`config.mk`:
```
export PLATFORM = sky130hd
export DESIGN_NAME = tod_calendar
export DESIGN_NICKNAME = d
export VERILOG_FILES = /design/src/rtl/tod_pkg.sv /design/src/rtl/tod_time_chain.sv /design/src/rtl/tod_alarm.sv /design/src/rtl/tod_calendar.sv
export SDC_FILE = /design/constraint.sdc
export NUM_CORES = 1
export LEC_CHECK = 0
export BUFFER_PORTS_ARGS = -buffer_cell sky130_fd_sc_hd__buf_2
export CORE_UTILIZATION = 45
export DETAILED_ROUTE_END_ITERATION = 10
export PLACE_DENSITY_LB_ADDON = 0.15
export SYNTH_ARGS = -nofsm -noshare
export SYNTH_HDL_FRONTEND = slang
export SYNTH_SLANG_ARGS = --single-unit
```
`constraint.sdc`:
```
create_clock -name clk -period 6.75 [get_ports clk]
set_input_delay 0.675 -clock clk [delete_from_list [all_inputs] [get_ports clk]]
set_output_delay 0.675 -clock clk [all_outputs]
set_load 0.05 [all_outputs]
```
`src/rtl/tod_pkg.sv`:
```
package tod_pkg;
    localparam int BYTE_W   = 8;
    localparam int ADDR_W   = 4;
    localparam int DAY_W    = 15;
    localparam int DAY_HI_W = DAY_W - BYTE_W;

    localparam logic [BYTE_W-1:0] SEC_LAST  = 8'h59;
    localparam logic [BYTE_W-1:0] MIN_LAST  = 8'h59;
    localparam logic [BYTE_W-1:0] HOUR_LAST = 8'h23;
    localparam logic [BYTE_W-1:0] MS_MASK   = 8'h7F;
    localparam logic [BYTE_W-1:0] HR_MASK   = 8'h3F;

    // control register bit positions (software decodes these)
    localparam int CB_RUN   = 0;
    localparam int CB_IRQEN = 1;
    localparam int CB_FLAG  = 2;
    localparam int CB_MINEN = 3;
    localparam int CB_HREN  = 4;
    localparam int CB_DAYEN = 5;
    localparam int CB_BUSY  = 7;

    typedef enum logic [ADDR_W-1:0] {
        RA_CTRL  = 4'd0,
        RA_SEC   = 4'd1,
        RA_MIN   = 4'd2,
        RA_HOUR  = 4'd3,
        RA_DLO   = 4'd4,
        RA_DHI   = 4'd5,
        RA_AMIN  = 4'd6,
        RA_AHOUR = 4'd7,
        RA_ADLO  = 4'd8,
        RA_ADHI  = 4'd9
    } reg_addr_e;

    typedef struct packed {
        logic [BYTE_W-1:0] sec;
        logic [BYTE_W-1:0] min;
        logic [BYTE_W-1:0] hour;
        logic [DAY_W-1:0]  day;
    } tod_t;

    typedef struct packed {
        logic day_en;
        logic hour_en;
        logic min_en;
        logic irq_en;
        logic run;
    } ctrl_t;

    // BCD increment with wrap to zero after 'last'
    function automatic logic [BYTE_W-1:0] bcd_next(input logic [BYTE_W-1:0] v,
                                                   input logic [BYTE_W-1:0] last);
        if (v == last)
            return '0;
        else if (v[3:0] == 4'd9)
            return {v[7:4] + 4'd1, 4'd0};
        else
            return v + 8'd1;
    endfunction
endpackage

```
`src/rtl/tod_time_chain.sv`:
```
module tod_time_chain
    import tod_pkg::*;
(
    input  logic              clk,
    input  logic              rst,
    input  logic              step,
    input  logic              wr_en,
    input  logic [ADDR_W-1:0] wr_addr,
    input  logic [BYTE_W-1:0] wr_data,
    output tod_t              cur,
    output tod_t              nxt
);
    logic c_sec, c_min, c_hour;

    always_comb begin
        c_sec      = (cur.sec == SEC_LAST);
        c_min      = c_sec && (cur.min == MIN_LAST);
        c_hour     = c_min && (cur.hour == HOUR_LAST);
        nxt.sec    = bcd_next(cur.sec, SEC_LAST);
        nxt.min    = c_sec ? bcd_next(cur.min, MIN_LAST) : cur.min;
        nxt.hour   = c_min ? bcd_next(cur.hour, HOUR_LAST) : cur.hour;
        nxt.day    = c_hour ? cur.day + DAY_W'(1) : cur.day;
    end

    always_ff @(posedge clk) begin
        if (rst) begin
            cur <= '0;
        end else if (step) begin
            cur <= nxt;
        end else if (wr_en) begin
            case (wr_addr)
                RA_SEC:  cur.sec          <= wr_data & MS_MASK;
                RA_MIN:  cur.min          <= wr_data & MS_MASK;
                RA_HOUR: cur.hour         <= wr_data & HR_MASK;
                RA_DLO:  cur.day[BYTE_W-1:0] <= wr_data;
                RA_DHI:  cur.day[DAY_W-1:BYTE_W] <= wr_data[DAY_HI_W-1:0];
                default: ;
            endcase
        end
    end
endmodule

```
`src/rtl/tod_alarm.sv`:
```
module tod_alarm
    import tod_pkg::*;
(
    input  logic              clk,
    input  logic              rst,
    input  logic              step,
    input  tod_t              nxt,
    input  ctrl_t             ctrl,
    input  logic              wr_en,
    input  logic [ADDR_W-1:0] wr_addr,
    input  logic [BYTE_W-1:0] wr_data,
    input  logic              flag_clr,
    output logic [BYTE_W-1:0] al_min,
    output logic [BYTE_W-1:0] al_hour,
    output logic [DAY_W-1:0]  al_day,
    output logic              flag
);
    logic hit;

    always_comb begin
        hit = step && (nxt.sec == '0)
            && (!ctrl.min_en  || (nxt.min  == al_min))
            && (!ctrl.hour_en || (nxt.hour == al_hour))
            && (!ctrl.day_en  || (nxt.day  == al_day));
    end

    always_ff @(posedge clk) begin
        if (rst) begin
            al_min  <= '0;
            al_hour <= '0;
            al_day  <= '0;
        end else if (wr_en) begin
            case (wr_addr)
                RA_AMIN:  al_min  <= wr_data & MS_MASK;
                RA_AHOUR: al_hour <= wr_data & HR_MASK;
                RA_ADLO:  al_day[BYTE_W-1:0] <= wr_data;
                RA_ADHI:  al_day[DAY_W-1:BYTE_W] <= wr_data[DAY_HI_W-1:0];
                default: ;
            endcase
        end
    end

    always_ff @(posedge clk) begin
        if (rst)           flag <= 1'b0;
        else if (hit)      flag <= 1'b1;
        else if (flag_clr) flag <= 1'b0;
    end
endmodule

```
`src/rtl/tod_calendar.sv`:
```
module tod_calendar
    import tod_pkg::*;
(
    input  logic              clk,
    input  logic              rst,
    input  logic              sec_tick,
    input  logic              wr_en,
    input  logic [ADDR_W-1:0] wr_addr,
    input  logic [BYTE_W-1:0] wr_data,
    input  logic [ADDR_W-1:0] rd_addr,
    output logic [BYTE_W-1:0] rd_data,
    output logic              busy,
    output logic              alarm_irq
);
    localparam int HI_PAD = BYTE_W - DAY_HI_W;

    ctrl_t             ctrl;
    tod_t              cur_time, nxt_time;
    logic [BYTE_W-1:0] al_min, al_hour;
    logic [DAY_W-1:0]  al_day;
    logic              alarm_flag;
    logic              step, reg_wr, ctrl_wr;

    assign step    = sec_tick && ctrl.run;
    assign busy    = step;
    assign reg_wr  = wr_en && !step;
    assign ctrl_wr = wr_en && (wr_addr == RA_CTRL);

    always_ff @(posedge clk) begin
        if (rst) begin
            ctrl <= '0;
        end else if (ctrl_wr) begin
            ctrl.run     <= wr_data[CB_RUN];
            ctrl.irq_en  <= wr_data[CB_IRQEN];
            ctrl.min_en  <= wr_data[CB_MINEN];
            ctrl.hour_en <= wr_data[CB_HREN];
            ctrl.day_en  <= wr_data[CB_DAYEN];
        end
    end

    tod_time_chain u_chain (
        .clk     (clk),
        .rst     (rst),
        .step    (step),
        .wr_en   (reg_wr),
        .wr_addr (wr_addr),
        .wr_data (wr_data),
        .cur     (cur_time),
        .nxt     (nxt_time)
    );

    tod_alarm u_alarm (
        .clk      (clk),
        .rst      (rst),
        .step     (step),
        .nxt      (nxt_time),
        .ctrl     (ctrl),
        .wr_en    (reg_wr),
        .wr_addr  (wr_addr),
        .wr_data  (wr_data),
        .flag_clr (ctrl_wr && wr_data[CB_FLAG]),
        .al_min   (al_min),
        .al_hour  (al_hour),
        .al_day   (al_day),
        .flag     (alarm_flag)
    );

    assign alarm_irq = alarm_flag && ctrl.irq_en;

    always_comb begin
        rd_data = '0;
        case (rd_addr)
            RA_CTRL: begin
                rd_data[CB_BUSY]  = busy;
                rd_data[CB_DAYEN] = ctrl.day_en;
                rd_data[CB_HREN]  = ctrl.hour_en;
                rd_data[CB_MINEN] = ctrl.min_en;
                rd_data[CB_FLAG]  = alarm_flag;
                rd_data[CB_IRQEN] = ctrl.irq_en;
                rd_data[CB_RUN]   = ctrl.run;
            end
            RA_SEC:   rd_data = cur_time.sec;
            RA_MIN:   rd_data = cur_time.min;
            RA_HOUR:  rd_data = cur_time.hour;
            RA_DLO:   rd_data = cur_time.day[BYTE_W-1:0];
            RA_DHI:   rd_data = {{HI_PAD{1'b0}}, cur_time.day[DAY_W-1:BYTE_W]};
            RA_AMIN:  rd_data = al_min;
            RA_AHOUR: rd_data = al_hour;
            RA_ADLO:  rd_data = al_day[BYTE_W-1:0];
            RA_ADHI:  rd_data = {{HI_PAD{1'b0}}, al_day[DAY_W-1:BYTE_W]};
            default:  rd_data = '0;
        endcase
    end
endmodule

```
# Word level (Yosys, flattened, before mapping)
# Index checks and enable logic that the tools add are counted.
[totals] reg_bits=73 output_inout_bits=10 elab_cells=107
[classes] add_sub_neg=7 eq_ne=27 n_mux=21 n_reduce_logical=37
[op_table] operator="8-bit two-way mux" count=12
[op_table] operator="39-bit two-way mux" count=2
[op_table] operator="6-bit case mux with 10 select lines" count=1
[op_table] operator="4-bit by 3-bit equality test with 1-bit output (second input constant)" count=8
[op_table] operator="4-bit equality test (second input constant)" count=7
[op_table] operator="8-bit by 1-bit adder with 8-bit output (second input constant)" count=3
[op_table] operator="2-bit AND reduction" count=9
[op_table] operator="4-bit by 2-bit equality test with 1-bit output (second input constant)" count=4
[op_table] operator="8-bit by 7-bit equality test with 1-bit output (second input constant)" count=2
[op_table] operator="15-bit by 1-bit adder with 15-bit output (second input constant)" count=1
[op_table] operator="15-bit equality test" count=1
[op_table] operator="15-bit two-way mux" count=1
[op_table] operator="2-bit nonzero test" count=7
[op_table] operator="4-bit by 1-bit adder with 4-bit output (second input constant)" count=3
[op_table] operator="1-bit logical AND" count=11
[op_table] operator="4-bit by 1-bit equality test with 1-bit output (second input constant)" count=2
[op_table] operator="8-bit by 6-bit equality test with 1-bit output" count=1
[op_table] operator="8-bit by 6-bit equality test with 1-bit output (second input constant)" count=1
[op_table] operator="8-bit by 7-bit equality test with 1-bit output" count=1
[op_table] operator="4-bit zero test" count=2
[op_table] operator="8-bit zero test" count=1
[op_table] operator="1-bit case mux with 8 select lines" count=1
[op_table] operator="7-bit two-way mux" count=1
[op_table] operator="1-bit case mux with 6 select lines" count=1
[op_table] operator="other kinds (3)" count=9

# Longest topological paths before layout
# Gate-level depths: netlist of run 1.
[logic_depth] word_depth=10 ltp_mapped=12 ltp_nobuf=10

# Cells and area by module
# Synthesis of run 1 repeated with hierarchy kept, for this count alone.
[hier_totals] cells_unflattened=703 hier_area_um2=5703.0
[modules_own_cells] mod="tod_time_chain" n_inst=1 cells_each=417 area_each_um2=3269.4 seq_area_each_um2=780.7
[modules_own_cells] mod="tod_alarm" n_inst=1 cells_each=147 area_each_um2=1427.6 seq_area_each_um2=580.6
[modules_own_cells] mod="tod_calendar" n_inst=1 cells_each=139 area_each_um2=1006.0 seq_area_each_um2=100.1

# Least setup slack after synthesis of run 1
# OpenSTA, ideal clock, no wires.
[synth_timing] path_kind="input to output" start="in rd_addr[0]" end="out rd_data[4]" arrival_ps=2538 required_ps=6075 slack_ps=3537 cell_stages=6 path_cell_list="clkbuf_1 clkbuf_1 nand3_1 a21oi_1 a21oi_1 o21ai_0"
[synth_between] elab_chain_cells=2 word_cells_on_any_way=11 cone_classes="eq/ne (9); mux (1); reduce/logical (1)"
[synth_rtl] element="start: declaration" line="tod_calendar.sv:10" text="input logic [ADDR_W-1:0] rd_addr,"
[synth_rtl] element="4-bit equality test (tied with other cells)" line="tod_calendar.sv:72" text="case (rd_addr)"
[synth_rtl] element="6-bit case mux with 10 select lines *" line="tod_calendar.sv:72"
[synth_rtl] element="end: declaration" line="tod_calendar.sv:11" text="output logic [BYTE_W-1:0] rd_data,"
# Mark *: on every way between the ends. The rest lies on a longest branch, timed or not.

# Worst setup path in the final report of run 1
[layout_timing] start="reg u_chain.cur[23] (netlist bit)" end="reg u_alarm.flag"
[layout_between] elab_chain_cells=10 word_cells_on_any_way=21 cone_classes="add/sub (1); eq/ne (5); mux (6); reduce/logical (9)"
[layout_rtl] element="start: declaration" line="tod_time_chain.sv:10" text="output tod_t cur,"
[layout_rtl] element="start signal: assignment" line="tod_time_chain.sv:29" text="cur <= nxt;"
[layout_rtl] element="8-bit by 1-bit adder with 8-bit output / 4-bit equality test (equally long branches)" line="tod_pkg.sv:58, tod_pkg.sv:55"
[layout_rtl] element="8-bit two-way mux" line="tod_pkg.sv:55" text="else if (v[3:0] == 4'd9)"
[layout_rtl] element="8-bit two-way mux" line="tod_pkg.sv:53" text="if (v == last)"
[layout_rtl] element="8-bit two-way mux" line="tod_time_chain.sv:20" text="nxt.min = c_sec ? bcd_next(cur.min, MIN_LAST) : cur.min;"
[layout_rtl] element="8-bit by 7-bit equality test with 1-bit output" line="tod_alarm.sv:22" text="&& (!ctrl.min_en || (nxt.min == al_min))"
[layout_rtl] element="1-bit logical OR" line="tod_alarm.sv:22"
[layout_rtl] element="1-bit logical AND" line="tod_alarm.sv:22"
[layout_rtl] element="1-bit logical AND" line="tod_alarm.sv:23" text="&& (!ctrl.hour_en || (nxt.hour == al_hour))"
[layout_rtl] element="1-bit logical AND *" line="tod_alarm.sv:24" text="&& (!ctrl.day_en || (nxt.day == al_day));"
[layout_rtl] element="1-bit two-way mux / 2-bit nonzero test (equally long branches)"
[layout_rtl] element="end signal: assignment" line="tod_alarm.sv:44" text="if (rst) flag <= 1'b0;"
[layout_rtl] element="end signal: assignment" line="tod_alarm.sv:45" text="else if (hit) flag <= 1'b1;"
[layout_rtl] element="end signal: assignment" line="tod_alarm.sv:46" text="else if (flag_clr) flag <= 1'b0;"
[layout_rtl] element="end: declaration" line="tod_alarm.sv:16" text="output logic flag"
# Marks and branches as above.
# A chain may end at the register's enable or synchronous reset.

==> summary.md, run 1 <==
| Metric | Value |
|---|---|
| ANT nets after route | 0 |
| Setup TNS | 0 ns |
| Cell Area, Synth | between 0.005 and 0.006 mm² |
| Hold_buf cts | 0 |
| Post-place setup slack | between 3 and 4 ns |
| Worst clock skew | 0.0103 ns |
| Post CTS Setup Buffer Count | 0 |
| Post-Synthesis Cells | approximately 740 |
| Post-synthesis sequential area ratio | 0.265 |
| RSZ-0062 raised after global routing | no |
| Vias in the first global route | 5,274 |
| Commonest non-fill, non-tap cell in the layout | nor2_1 |
| Arrival time at the worst endpoint | about 3.8 ns |
| DRT Pass-1 Iters | 5 |
| Slew Viols, Final | 0 |
| Reg2reg start | u_chain.cur[23] |
| Rel. slew slack | 0.300 |
| Startpoint Class | flop |
| Slew @ Worst Pin | 1.05 ns |
| Cells on worst reg2reg path | 9 |
| Most used DFF post-synth | dfxtp_1 |
| Post-DR wirelength/cell | 22.5 µm |
| R2r setup slk | 3.22 ns |
| # IOs | 30 |
| DP Cell Count | about 870 |
| Clock sinks | 73 |
| CTS H-tree depth | 3 |
| CTS tree | done |
| P&R area growth vs syn | 8.66% |
| Worst Path Max Fanout | 13 |
| Share of flip-flops with an asynchronous set or reset | 0 |
| Reg-to-Reg End | u_alarm.flag |
| Fraction of layout cells with a size suffix above 1 | 0.0913 |
| PwrDens | 180 mW/mm² |
| Total core area | roughly 0.012 mm² |
| Critical path class | flop to flop |
| Fin nets | about 760 |
| WP data required | around 7 ns |
| Post-synth EDFFs | 0 |
| Cell variety after synth | 61 |
| Final Instance Area | 0.00600 mm² |
| Avg Vias per Cell | 6.40 |
| Initial antenna violation count | 0 |
| Horiz. Die Dim | between 100 and 150 µm |
| Hold WC Path Type | flop to flop |
| Hold slack final | 0.524 ns |
| Highest-delay cell along the critical path | nand4_1 |
| Status | finished, final reports clean |
| DRT Wirelength | 19,800 µm |
| Placed Area | 0.00568 mm² |
| Post-CTS Resized | 0 |
| Largest net degree at the start of global routing | 74 |
| Vias | 5,636 |
| #FFs+latches synth | 73 |
| Initial core utilization | 0.462 |
| Total grt overflow | 0 |
| CP max stage delay | around 0.70 ns |
| Period utilization | 0.522 |
| CTS root buffer | clkbuf_16 |
| Dpl hpwl | 14,200 µm |
| Clock slew at reported path FFs | 0.06 ns |
| Fin cells | approximately 900 |
| Most frequent cells in the layout | nor2_1, dfxtp_1, nand2_1 |
| N_diodes | 0 |
| CP endpoint kind | flop |
| First-pass GRT wire length | 31,000 µm |
| Max-Cap Viols | 0 |
| Setup ws final | 3.22 ns |
| Core Util, Final | 0.502 |
| CTS buffer count | 9 |
| Avg Synthesized Cell Area | 7.48 µm² |
| Syn_nets | a little under 800 |
| Worst setup path start | u_chain.cur[23] |
| Row cnt | 40 |
| Tmin final | 3.53 ns |
| Post-synth top area share | 0.265 |
| Power Total | 1.08 mW |
| FILL cells | 1,171 |
| Clk buf depth | 2 |
| GRT Total Usage | 0.325 |
| End point of the critical path | u_alarm.flag |
| Die H | approximately 110 µm |
| LEAKAGE | 2.14 nW |
| Number of remaining DRC errors | 0 |
| Synth area leaders | dfxtp_1, mux2i_1, nor2_1, nand2_1, xnor2_1 |
| PortBufs | 29 |
| DRT iter0 DRCs | 627 |
| Yosys top cell by area | dfxtp_1 |
| Synth warnings | 0 |
| Die area | 0.0127 mm² |
| Final setup violating endpoints | 0 |
| VDD IR-drop max | about 110 µV |
| Clk_lat worst skew | 0.35 ns |
| Final GP Congestion | 0.963 |
| Worst-path cell chain | ha_1, and3b_1, nand4_1, nor3_4, nor4b_1, o2111ai_1, nor4_2, nand3_1, a221oi_2 |
| F_max | 284 MHz |
| Final Hold Viols | 0 |
power by group:
group          internal [mW]  leakage (nW)  switching, mW  total [mW]
registers              0.437         0.589         0.0115       0.448
logic                 0.0309          1.40         0.0664      0.0973
clock network          0.324         0.155          0.212       0.536
total                  0.791          2.14          0.290        1.08
flip-flops by register name (all words and copies together) (netlist names):
register	flops
u_alarm.flag	1
u_alarm.al_min	7
ctrl	5
u_alarm.al_hour	6
u_chain.cur	39
u_alarm.al_day	15
final cells by class:
cell class	count	area [µm²]	area share
Sequential cell	73	1460	0.244
Clock inverter	7	95.1	0.0158
Multi-Input combinational cell	595	3780	0.631
Inverter	14	52.6	0.00876
Tap cell	147	184	0.0307
Clock buffer	9	225	0.0375
Timing Repair Buffer	36	198	0.0330
cell usage after synthesis (all sizes together) (3+ instances only):
cell type and n:
o21ai 43, nand2b 8, nand4 9, and3b 5, xor2 17, buf 17, dfxtp 73, a311oi 3
ha 13, a22oi 12, and3 8, nor2 102, a21oi 45, mux2 5, nor2b 10, a31oi 21
and2 7, o211ai 4, nor3b 5, nand2 68, mux2i 50, a221oi 9, nor3 21, o41ai 3
a41oi 3, o22ai 3, nand3b 9, inv 14, xnor2 26, nor4 11, clkbuf 39, or3 3
nand3 23, a211oi 21
critical path: cells and delay by family (launching register included):
kind,cells,cell delay (ns)
AO/OA/AOI/OAI,2,0.40
AND/OR/NAND/NOR,6,2.34
adder cells (fa/ha/maj),1,0.23
flip-flops,1,0.46
how the worst min path moves through the flow:
stage,from,endpoint,slack (ns),cells after the start
after global routing,ctrl[4],ctrl[4],0.59,2
after CTS,ctrl[1],ctrl[1],0.52,2
after global placement,ctrl[1],ctrl[1],0.50,2
after floorplan,ctrl[1],ctrl[1],0.47,2
after detailed placement,ctrl[1],ctrl[1],0.50,2
final,ctrl[1],ctrl[1],0.52,2
cells by family (layout without fill, tap and decap cells):
family	after synthesis	in the layout	share of synthesized area
XOR/XNOR	43	43	0.0682
adder cells (fa/ha/maj)	13	13	0.0295
AND/OR/NAND/NOR	299	299	0.267
multiplexers	55	55	0.101
AO/OA/AOI/OAI	185	185	0.218
buffers and inverters	70	66	0.0517
flip-flops	73	73	0.265
layer usage:
layer | vias to the layer above | global-route usage | routed length (µm) | share of wire
li1 | 2664 | - | - | -
met1 | 2660 | 0.426 | 8520 | 0.43
met2 | 255 | 0.504 | 8770 | 0.44
met3 | 57 | 0.0627 | 1510 | 0.076
met4 | 0 | 0.178 | 979 | 0.049
met5 | - | 0 | 0 | 0
Note: power is estimated with default switching activity, not from simulation.
==> run 2, diff against run 1 <==
- ABC_AREA: not set -> 1
- clock period: 6.75 -> 3.3 ns (I/O delays scaled with it)
==> run 2 against run 1 <==
Via count rose by 11%. Sequential share of layout area fell by 0.30 points. Combinational power grew 100%. Utilization grew 2.1 points. Synthesized cell count is 25% higher. Sequential power increased by 100%. Final cell count grew 24%. Global-route usage shrank 1.4 points. Setup slack worse by 2.5 ns. Wire length decreased by 5.0%. Synthesized area shrank 0.95%. Worst hold slack got worse by 0.28 ns. Largest power group unchanged.
==> summary.md, run 2 <==
| Metric | Value |
|---|---|
| Biggest regs | u_chain.cur: 39 flops, u_alarm.al_day: 15 flops, u_alarm.al_min: 7 flops |
| Avg Synthesized Cell Area | between 5 and 6 µm² |
| Most frequent cells in the layout | nand2_1, inv_1, nor2_1 |
| Most frequent cell after synthesis | nand2_1 |
| Vias in the first global route | 5,701 |
| Highest-delay cell along the critical path | dfxtp_1 |
| RSZ-0062 raised after global routing | no |
| Syn_nets | 953 |
| Most used DFF post-synth | dfxtp_1 |
| #FFs+latches synth | 73 |
| Initial core utilization | 0.471 |
| Initial antenna violation count | 0 |
| DRT Pass-1 Iters | 6 |
| Synth warnings | 0 |
| Startpoint Class | flop |
| Setup TNS | 0 ns |
| PwrDens | 361 mW/mm² |
| N_diodes | 0 |
| Most flops, register | u_chain.cur |
| Post-CTS Resized | 0 |
| Post-DR wirelength/cell | 17.2 µm |
| Clock sinks | 73 |
| LEAKAGE | about 2.6 nW |
| Avg Vias per Cell | 5.69 |
| WP data required | 3.59 ns |
| Final setup violating endpoints | 0 |
| DRT iter0 DRCs | just over 700 |
| Yosys top cell by area | dfxtp_1 |
| F_max | slightly below 400 MHz |
| ANT nets after route | 0 |
| CTS root buffer | clkbuf_16 |
| First-pass GRT wire length | 30,000 µm |
| Die area | 0.0126 mm² |
| Largest net degree at the start of global routing | 40 |
| Final Hold Viols | 0 |
| GRT Total Usage | 0.311 |
| Hold_buf cts | 0 |
| CTS H-tree depth | 3 |
| CP endpoint kind | flop |
| Period utilization | 0.773 |
| # IOs | 30 |
| Post-place setup slack | 0.812 ns |
| CTS buffer count | 9 |
| DRT Wirelength | 18,800 µm |
| Max-Cap Viols | 0 |
| Slew Viols, Final | 0 |
| Die H | around 110 µm |
| Post-synth EDFFs | 0 |
| Tmin final | 2.55 ns |
| Share of flip-flops with an asynchronous set or reset | 0 |
| P&R area growth vs syn | 11.1% |
| CTS tree | done |
| Fin nets | 981 |
| Rel. slew slack | 0.393 |
| Cell variety after synth | 39 |
| Vias | 6,238 |
| Largest register FFs | 39 |
| Hold slack final | between 0.2 and 0.25 ns |
| Number of remaining DRC errors | 0 |
| Worst clock skew | 0.00540 ns |
| Critical path class | flop to flop |
| Post-synth top area share | 0.267 |
| Worst-path cell chain | ha_1, nand3_2, nor2_4, nand2_4, nor2_8, nand2_1, nand3_1, nand2_1, nor2_1, nand2_1, nor2_1, nand2_1, nand2_1, nand2_1, a21oi_2 |
| Status | finished, final reports clean |
| Arrival time at the worst endpoint | between 2 and 3 ns |
| Final GP Congestion | 0.964 |
| Post-synthesis sequential area ratio | 0.267 |
| PortBufs | 29 |
| Clk_lat worst skew | 0.35 ns |
| CP max stage delay | roughly 0.43 ns |
| Commonest non-fill, non-tap cell in the layout | nand2_1 |
| Slew @ Worst Pin | just over 0.9 ns |
| Total core area | 0.0116 mm² |
| Post CTS Setup Buffer Count | 0 |
| Cell Area, Synth | 0.00547 mm² |
| Setup ws final | 0.749 ns |
| Post-Synthesis Cells | 920 |
| Synth area leaders | dfxtp_1, nand2_1, nand3_1, inv_1, nor2_1 |
| Total grt overflow | 0 |
| Fraction of layout cells with a size suffix above 1 | 0.0818 |
| Horiz. Die Dim | 112 µm |
| Cell mode on critical path | nand2_1 |
| VDD IR-drop max | roughly 300 µV |
| Synth top cells by count | nand2_1, inv_1, nor2_1 |
| Row cnt | 39 |
| Hold WC Path Type | primary input to flop |
| Clk buf depth | 2 |
| Worst Path Max Fanout | 15 |
| Dpl hpwl | between 10,000 and 15,000 µm |
| Clock slew at reported path FFs | 0.06 ns |
-- run 2: path summary, 6_finish.rpt --
kind                         from           endpoint  slack [ns]  cells after the start
setup / recovery  u_chain.cur[31]       u_alarm.flag        0.75                     15
hold / removal         wr_data[7]  u_alarm.al_day[7]        0.25                      3
setup reg to reg  u_chain.cur[31]       u_alarm.flag        0.75                     15
hold reg to reg   u_chain.cur[30]    u_chain.cur[30]        0.47                      2
-- run 2: metrics by stage --
stage               std cells  area (µm²)  total power, mW   util
global placement         1080        5750             1.13  0.495
finish                   1096        6070             2.19  0.523
detailed placement       1080        5750             1.13  0.495
CTS                      1096        6070             2.20  0.523
floorplan                 920        5470             1.05      -
global route             1096        6070             2.26  0.523
-- run 2: cell families after synthesis --
| family | synth area share |
|---|---|
| buf+inv | 0.103 |
| compound gates | 0.176 |
| fa+ha+maj | 0.0297 |
| simple gates | 0.408 |
| flops | 0.267 |
| xor+xnor | 0.0153 |
-- run 2: cell type report --
cell class	instances	area (µm²)
Fill cell	1231	5540
Timing Repair Buffer	43	250
Sequential cell	73	1460
Clock inverter	6	91.3
Multi-Input combinational cell	709	3440
Tap cell	143	179
Inverter	112	422
Clock buffer	10	229
-- run 2: power breakdown --
part / switching [mW] / total (mW) / leakage [nW] / internal [mW]
sequential: 0.0203 / 0.917 / 0.590 / 0.897
combinational: 0.141 / 0.199 / 1.88 / 0.0579
clock: 0.411 / 1.08 / 0.157 / 0.666
-- run 2: routing by layer --
layer | global-route usage | part of all wire | vias to the layer above
met3 | 0.0632 | 0.10 | 50
met5 | 0 | 0 | -
met4 | 0.144 | 0.035 | 0
met2 | 0.458 | 0.41 | 314
met1 | 0.435 | 0.45 | 2776
li1 | - | - | 3098
-- run 2: critical path: cells and delay by family, from the launching register on --
kind	cells	cell delay [ns]
flip-flops	1	0.43
adder cells (fa/ha/maj)	1	0.22
AO/OA/AOI/OAI	1	0.10
AND/OR/NAND/NOR	13	1.70
==> run 3, diff against run 2 <==
- ABC_AREA: 1 -> 0
- clock period: 3.3 -> 2.64 ns (I/O delays scaled with it)
==> run 3 against run 2 <==
The flow now finishes with violations (DRC, setup timing). Wire length increased by 12%. Clock power increased by 25%. Sequential share of layout area down 2.6 points. Critical endpoint unchanged. Critical path depth is 4 lower. Critical path type unchanged. Non-clock buffer count grew 80. Highest routed layer unchanged. Setup slack got worse by 0.82 ns.
==> summary.md, run 3 (synthesized netlist as in run 1, its figures left out) <==
| Metric | Value |
|---|---|
| Final Hold Viols | 0 |
| DRT Pass-1 Iters | 8 |
| Worst Path Max Fanout | 3 |
| DP Cell Count | 939 |
| Largest register FFs | 39 |
| LEAKAGE | 2.61 nW |
| Clock slew at reported path FFs | 0.06 ns |
| Clk buf depth | 2 |
| Sequential cell fraction of total power | 0.410 |
| Placed Area | 0.00627 mm² |
| VDD IR-drop max | 358 µV |
| First-pass GRT wire length | roughly 32,000 µm |
| Violated checks | DRC, setup timing |
| Power Total | roughly 2.8 mW |
| # IOs | 30 |
| Setup TNS | -0.0738 ns |
| ANT nets after route | 0 |
| CTS buffer count | 9 |
| Biggest regs | u_chain.cur: 39 flops, u_alarm.al_day: 15 flops, u_alarm.al_min: 7 flops |
| DRT Wirelength | around 21,000 µm |
| DRT iter0 DRCs | 595 |
| Clk_lat worst skew | 0.35 ns |
| P&R area growth vs syn | 23.4% |
| GRT busiest layer | met2 |
| Met2 GRT Util | 0.530 |
| Fin cells | 967 |
| Final GP Congestion | a little over 0.9 |
| Horiz. Die Dim | 113 µm |
| Most flops, register | u_chain.cur |
| Final setup violating endpoints | 1 |
| RSZ-0062 raised after global routing | yes |
| Initial core utilization | 0.462 |
| Fin nets | roughly 850 |
| Row cnt | 40 |
| F_max | between 300 and 400 MHz |
| PwrDens | 406 mW/mm² |
| Total grt overflow | 0 |
| Largest net degree at the start of global routing | 47 |
| Vias in the first global route | between 5k and 6k |
| Period utilization | 1.03 |
| Slew @ Worst Pin | roughly 0.81 ns |
| Slew Viols, Final | 0 |
| Sw Ratio | 0.256 |
| Fraction of layout cells with a size suffix above 1 | 0.212 |
| WP data required | 2.91 ns |
| Setup ws final | -0.0738 ns |
| Post-DR wirelength/cell | roughly 22 µm |
| Highest-delay cell along the critical path | o41ai_2 |
| Switch Pwr | roughly 0.71 mW |
| Tmin final | 2.71 ns |
| Die H | ~110 µm |
| Status | finished, violations left |
| Global-route track usage on met1 | 0.430 |
| Rel. slew slack | 0.456 |
| Cell mode on critical path | o41ai_2 |
| PortBufs | 29 |
| GRT Total Usage | 0.334 |
| N_diodes | 0 |
| Clock sinks | 73 |
| Internal power | 2.06 mW |
| Power share of the combinational group | 0.102 |
| Final Instance Area | around 0.0068 mm² |
| CTS tree | done |
| Max-Cap Viols | 0 |
| Hold_buf cts | 0 |
| CP endpoint kind | flop |
| Number of remaining DRC errors | 1 |
| Vias | 6,155 |
| CTS root buffer | clkbuf_16 |
| Avg Vias per Cell | 6.37 |
| Worst-path cell chain | inv_2, ha_4, nand3b_1, buf_6, o41ai_2, o31a_1, xor2_1, o2111ai_2, o41ai_2, nand4_1, a221oi_2 |
| Commonest non-fill, non-tap cell in the layout | nor2_1 |
| CP max stage delay | between 0.3 and 0.4 ns |
| Total core area | 0.0120 mm² |
| Critical path class | flop to flop |
| Worst clock skew | 0.00727 ns |
| CTS H-tree depth | 3 |
| Post-place setup slack | -0.0791 ns |
| Die area | 0.0127 mm² |
| Initial antenna violation count | 0 |
| Dpl hpwl | 15,100 µm |
| Arrival time at the worst endpoint | 2.98 ns |
| Hold WC Path Type | primary input to flop |
| Met3 Usage GRT | 0.0643 |
| Most frequent cells in the layout | nor2_1, buf_4, dfxtp_1 |
| Clock Power Share | 0.488 |
| Startpoint Class | flop |
[run 3: cell types whose count changed in the layout (fill, tap and decap cells not counted), moves of 13 or more]
| cell | previous run | this run |
|---|---|---|
| a211oi_1 | 1 | 21 |
| mux2i_1 | 0 | 48 |
| o22ai_1 | 26 | 2 |
| xnor2_1 | 1 | 25 |
| inv_1 | 108 | 11 |
| nand2_1 | 296 | 68 |
| a21oi_1 | 57 | 44 |
| nand3_1 | 84 | 23 |
| buf_4 | 14 | 87 |
[run 3: per-layer routing]
layer / up-vias / routed length [µm]
met2: 298 / 9610
met1: 2957 / 8990
li1: 2827 / -
met5: - / 0
met3: 73 / 1430
met4: 0 / 1070
[run 3: stage by stage]
step,utilization,hold WS (ns)
2_1_floorplan,-,0.404
3_3_place_gp,0.524,0.501
3_5_place_dp,0.524,0.519
4_1_cts,0.557,0.173
5_1_grt,0.570,0.210
6_report,0.570,0.173
[run 3: worst max-delay path, delay by kind of cell (launching register included)]
| kind | cells | cell delay [ns] |
|---|---|---|
| flops | 1 | 0.32 |
| compound gates | 5 | 1.40 |
| xor+xnor | 1 | 0.19 |
| buf+inv | 2 | 0.25 |
| fa+ha+maj | 1 | 0.12 |
| simple gates | 2 | 0.34 |
[run 3: path summary, 6_finish.rpt]
kind	start	end	slack, ns	cells past startpoint
min reg2reg	ctrl[1]	ctrl[1]	0.53	2
min	wr_data[7]	u_alarm.al_day[7]	0.17	3
max	u_chain.cur[32]	u_alarm.flag	-0.07	11
max reg2reg	u_chain.cur[32]	u_alarm.flag	-0.07	11
[run 3: layout make-up]
cell class / instances / area [µm²]
clock buffer: 10 / 239
clock inverter: 5 / 80.1
fill: 1096 / 5150
inverter: 14 / 52.6
multi-input combinational: 595 / 3880
sequential: 73 / 1470
tap: 147 / 184
timing repair buffer: 123 / 912
[run 3: repair_timing]
item	4_1_cts	5_1_grt
cloned	0	1
pin swaps	3	12
endpoints found under the setup margin	1	3
endpoints found under the hold margin	0	0
setup buffers	5	7
resized for setup	7	20
[run 3: power groups by stage]
stage	Combinational, mW	Clock [mW]	Sequential, mW
final	0.283	1.35	1.14
after global routing	0.300	1.41	1.14
after CTS	0.271	1.37	1.13
after detailed placement	0.268	0	1.16
after global placement	0.265	0	1.16
after floorplan	0.174	0	1.15
